File: src/rtl/vsb_pkg.sv
package vsb_pkg;
  localparam int VID_W = 6;
  typedef logic [VID_W-1:0] vid_code_t;

  // Whole cycles covering at least ns nanoseconds at clk_hz, rounded up, never below one.
  function automatic int ns_to_cycles(input longint ns, input longint clk_hz);
    longint prod;
    longint cyc;
    prod = ns * clk_hz;
    cyc  = (prod + 64'd999_999_999) / 64'd1_000_000_000;
    if (cyc < 1) cyc = 1;
    return int'(cyc);
  endfunction
endpackage

File: src/rtl/vsb_sync.sv
module vsb_sync #(
  parameter int W      = 6,
  parameter int STAGES = 2
) (
  input  logic         clk,
  input  logic         rst,
  input  logic [W-1:0] din,
  output logic [W-1:0] dout
);
  logic [W-1:0] pipe [STAGES];

  for (genvar s = 0; s < STAGES; s++) begin : g_stage
    if (s == 0) begin : g_first
      always_ff @(posedge clk) begin
        if (rst) pipe[s] <= '0;
        else     pipe[s] <= din;
      end
    end else begin : g_next
      always_ff @(posedge clk) begin
        if (rst) pipe[s] <= '0;
        else     pipe[s] <= pipe[s-1];
      end
    end
  end

  assign dout = pipe[STAGES-1];
endmodule

File: src/rtl/vsb_timer.sv
module vsb_timer #(
  parameter int LEN = 4
) (
  input  logic clk,
  input  logic rst,
  input  logic restart,
  output logic active,
  output logic expire
);
  localparam int CW = $clog2(LEN + 1);
  logic [CW-1:0] cnt;

  always_ff @(posedge clk) begin
    if (rst)                cnt <= '0;
    else if (restart)       cnt <= CW'(LEN);
    else if (cnt != '0)     cnt <= cnt - CW'(1);
  end

  assign active = (cnt != '0);
  assign expire = (cnt == CW'(1)) && !restart;
endmodule

File: src/rtl/vsb_fault_mask.sv
module vsb_fault_mask (
  input  logic blank,
  input  logic pgood_in,
  input  logic crowbar_in,
  output logic pgood_q,
  output logic crowbar_q
);
  always_comb begin
    if (blank) begin
      pgood_q   = 1'b1;
      crowbar_q = 1'b0;
    end else begin
      pgood_q   = pgood_in;
      crowbar_q = crowbar_in;
    end
  end
endmodule

File: src/rtl/vid_settle_blank.sv
module vid_settle_blank #(
  parameter longint CLK_HZ    = 125_000_000,
  parameter longint SETTLE_NS = 400,
  parameter longint BLANK_NS  = 250_000,
  parameter int     SYNC_STG  = 2
) (
  input  logic                    clk,
  input  logic                    rst,
  input  logic [vsb_pkg::VID_W-1:0] vid_raw,
  input  logic                    pgood_raw,
  input  logic                    crowbar_raw,
  output logic [vsb_pkg::VID_W-1:0] dac_code,
  output logic                    pgood_out,
  output logic                    crowbar_out
);
  import vsb_pkg::*;

  localparam int SETTLE_CYC = ns_to_cycles(SETTLE_NS, CLK_HZ);
  localparam int BLANK_CYC  = ns_to_cycles(BLANK_NS, CLK_HZ);
  localparam int FW         = $clog2(SYNC_STG + 1);

  vid_code_t      vid_s;
  vid_code_t      vid_prev;
  logic [FW-1:0]  fill;
  logic           primed;
  logic           chg;
  logic           settle_done;
  logic           settle_busy;
  logic           blank_act;
  logic           blank_done;

  vsb_sync #(.W(VID_W), .STAGES(SYNC_STG)) u_sync (
    .clk(clk), .rst(rst), .din(vid_raw), .dout(vid_s)
  );

  // Count edges until the synchroniser holds a real pin sample.
  always_ff @(posedge clk) begin
    if (rst)                         fill <= '0;
    else if (fill != FW'(SYNC_STG))  fill <= fill + FW'(1);
  end

  assign chg = primed && (vid_s != vid_prev);

  always_ff @(posedge clk) begin
    if (rst) begin
      primed   <= 1'b0;
      vid_prev <= '0;
      dac_code <= '0;
    end else if (!primed) begin
      if (fill == FW'(SYNC_STG)) begin
        primed   <= 1'b1;
        vid_prev <= vid_s;
        dac_code <= vid_s;
      end
    end else begin
      vid_prev <= vid_s;
      if (settle_done) dac_code <= vid_s;
    end
  end

  vsb_timer #(.LEN(SETTLE_CYC)) u_settle (
    .clk(clk), .rst(rst), .restart(chg), .active(settle_busy), .expire(settle_done)
  );

  vsb_timer #(.LEN(BLANK_CYC)) u_blank (
    .clk(clk), .rst(rst), .restart(chg), .active(blank_act), .expire(blank_done)
  );

  vsb_fault_mask u_mask (
    .blank(blank_act), .pgood_in(pgood_raw), .crowbar_in(crowbar_raw),
    .pgood_q(pgood_out), .crowbar_q(crowbar_out)
  );
endmodule

File: config.mk
export PLATFORM = sky130hd
export DESIGN_NAME = vid_settle_blank
export DESIGN_NICKNAME = d
export VERILOG_FILES = /design/src/rtl/vsb_pkg.sv /design/src/rtl/vsb_sync.sv /design/src/rtl/vsb_timer.sv /design/src/rtl/vsb_fault_mask.sv /design/src/rtl/vid_settle_blank.sv
export SDC_FILE = /design/constraint.sdc
export NUM_CORES = 1
export LEC_CHECK = 0
export BUFFER_PORTS_ARGS = -buffer_cell sky130_fd_sc_hd__clkbuf_2
export CAP_MARGIN = 15
export CELL_PAD_IN_SITES_DETAIL_PLACEMENT = 0
export CELL_PAD_IN_SITES_GLOBAL_PLACEMENT = 1
export CORE_ASPECT_RATIO = 1.4
export CORE_MARGIN = 2
export CORE_UTILIZATION = 45
export DETAILED_ROUTE_END_ITERATION = 8
export MAX_ROUTING_LAYER = met4
export PLACE_DENSITY = 0.84
export SETUP_SLACK_MARGIN = 0.02
export SYNTH_ARGS = -nofsm -noshare
export SYNTH_HDL_FRONTEND = slang
export SYNTH_SLANG_ARGS = --single-unit
export TNS_END_PERCENT = 10
File: constraint.sdc
create_clock -name clk -period 3.1 [get_ports clk]
set_clock_uncertainty 0.15 [all_clocks]
set_input_delay 0.155 -clock clk [delete_from_list [all_inputs] [get_ports clk]]
set_output_delay 0.155 -clock clk [all_outputs]
set_load 0.01 [all_outputs]
==> summary.txt <==
Timing
  • Worst Tran Pin Value: between 1000 and 1500 ps
  • Final hold violations: 0
  • Final Hold Slack: about 300 ps
  • Worst slew margin: 0.3318
  • Final worst path period share: 0.7811
  • Max-slew violation count: 0
  • Sum Neg Setup Slack: 0 ps
  • Tmin final: 2421 ps
  • Setup-failing EPs final: 0
  • Fmax: between 400 and 500 MHz
  • Worst Setup Slack, final: ~680 ps
  • RSZ-0062 raised after global routing: no

Finish
  • Final Cell Area: ~2400 um^2
  • Layout cells sized above 1: 0.1265
  • Area grow syn2layout: 13.25%
  • Fin nets: around 260
  • Util after Layout: 0.5258
  • Diode count: 0

GRT
  • Grt ovf: 0
  • Largest net degree at the start of global routing: 55
  • Met2 Use GR: 0.2842
  • Vias in the first global route: between 1000 and 1500
  • Met3 GRT Util: 0.04573
  • Busiest grt layer: met2
  • Global-route usage over all layers: 0.1719
  • Global-route wire length before repair: ~6.6 mm
  • Antenna violations before repair: 0
  • M1 GR Usage: 0.1950

Die
  • Core footprint: approximately 4500 um^2
  • # rows: 29
  • Die Y-Extent: approximately 85 um
  • Die W: about 60 um
  • DIE AREA: between 5000 and 6000 um^2
  • Initial Util: 0.4643
  • IO Count: 18

Route
  • Vias: ~1600
  • Vias per std cell: 5.235
  • Router iterations before antenna repair: 4
  • DR DRC count: 0
  • Iter 0 DRT Violations: 87
  • WL/cell: approximately 13 um
  • Total Wirelength: 3.867 mm
  • Antenna-violating nets left: 0

Yosys
  • Top-count cell post-synth: dfxtp_1
  • Synth cell types: 39
  • #FFs+latches synth: 48
  • Synth Area per Inst: between 9 and 10 um^2
  • Synthesized area: between 2000 and 2500 um^2
  • Largest area contributor in the netlist: dfxtp_1
  • Post-synth ARST share: 0
  • Seq/Total Area, Yosys: 0.4563
  • Yosys warning total: 0
  • Syn nets: roughly 240
  • Commonest register cell after synthesis: dfxtp_1
  • Synth top area share: 0.4563
  • Post-synth top cells: 48 x dfxtp_1, 13 x nand2b_1, 13 x nor2b_1
  • Synth top area cells: dfxtp_1 46%, nand2b_1 3.9%, nor2b_1 3.9%
  • Post-synth EDFFs: 0
  • Cells after Synth: approximately 230

Worst setup path
  • CP cell instances: inv_1 -> ha_1 -> nor4b_1 -> nand2_1 -> nor4_1 -> and2_1 -> clkbuf_2
  • Crit Path Category: reg -> out
  • Endpoint type of the worst setup path: primary output
  • Crit path required time: around 2800 ps
  • Critical Path Fanout Max: 4
  • Critical path startpoint category: flip-flop
  • CP arrival: about 2100 ps
  • Slowest cell on the critical path: nor4b_1
  • CP peak stage delay: approximately 540 ps

Run status
  • Status: complete, no violations

Clock tree
  • Clk sink count: 48
  • Setup Fix Bufs, Post-CTS: 0
  • Worst skew pair latency: approximately 300 ps
  • Clock buffer count from CTS: 5
  • CTS HTree Levels: 2
  • CTS max path bufs: 2
  • Clk slew on worst S/H paths: ~90 ps
  • Root buf cell: clkbuf_8
  • CTS tree: yes

Placement
  • Pre-CTS WS: around 730 ps
  • # port buffers: 17
  • Final Wtd Congestion: 0.7413
  • Post-DP HPWL: between 2 and 3 mm
  • Post-DP Area: between 2000 and 2500 um^2

Run
  • Max cap viols: 0

Min path
  • Hold Path Class: reg -> reg

Power
  • VDD IR max: around 0.54 mV
  • Power Density: 889.4 nW/um^2
  • Pleak: around 0.00097 uW
final timing paths:
path / start / depth (start not counted) / slack, ps / endpoint
max: u_blank.cnt[0] / 7 / 680 / crowbar_out
min: u_sync.pipe[0][0] / 1 / 290 / u_sync.pipe[1][0]
max reg2reg: u_blank.cnt[0] / 6 / 750 / u_blank.cnt[8]
min reg2reg: u_sync.pipe[0][0] / 1 / 290 / u_sync.pipe[1][0]
where the power goes:
group	internal [uW]	switching, uW
combinational	379	430
clock	239	208
sequential	743	123
total	1360	761
critical path, delay by kind of cell (launching register included):
kind	cells	cell delay, ps
AND/OR/NAND/NOR	4	1120
flip-flops	1	320
buffers and inverters	2	220
adder cells (fa/ha/maj)	1	170
cell type report:
class | count | area (um^2)
multi-input combinational | 160 | 1067
sequential | 48 | 960.9
tap | 62 | 77.57
timing repair buffer | 23 | 145.1
fill | 441 | 2151
clock buffer | 5 | 68.82
clock inverter | 3 | 42.54
inverter | 6 | 22.52
cells by family (layout without fill, tap and decap cells):
logic type | after synthesis | after routing | synth area share
DFF | 48 | 48 | 0.4563
adders and majority gates | 5 | 5 | 0.02971
muxes | 8 | 8 | 0.03922
buffers and inverters | 20 | 37 | 0.03684
AOI/OAI and AO/OA | 50 | 50 | 0.1491
and+or+nand+nor | 87 | 87 | 0.2472
xor gates and xnor gates | 10 | 10 | 0.04160
flip-flops by register name (all words and copies together) (netlist names):
name	flops
u_blank.cnt	15
u_sync.pipe	12
dac_code	6
u_settle.cnt	6
vid_prev	6
fill	2
primed	1
layer usage:
layer,vias up,wire [um]
li1,849,-
met1,735,1753
met2,17,1965
met3,6,91
met4,0,57
met5,-,0
layout by cell type (no fill, tap or decap), types with 6 or more instances in the layout:
cell type and n:
nor2_1 11, a31oi_1 8, nand2b_1 13, o21ai_0 12, clkbuf_2 17, a21oi_1 10
or3_1 7, or4_1 8, dfxtp_1 48, nand2_1 12, mux2i_1 6, inv_1 6
o31ai_1 6, dlygate4sd3_1 6, nor2b_1 13, xor2_1 7, a211oi_1 6, nor4_1 6
timing repair:
action	CTS	global route
gates resized for setup	0	0
hold buffers	6	0
endpoints found under the hold margin	6	0
stage by stage:
stage	power (uW)	instances
6_report	2121	307
2_1_floorplan	1532	228
5_1_grt	2289	307
3_5_place_dp	1689	293
4_1_cts	2145	307
3_3_place_gp	1666	293
Note: power is estimated with default switching activity, not from simulation.
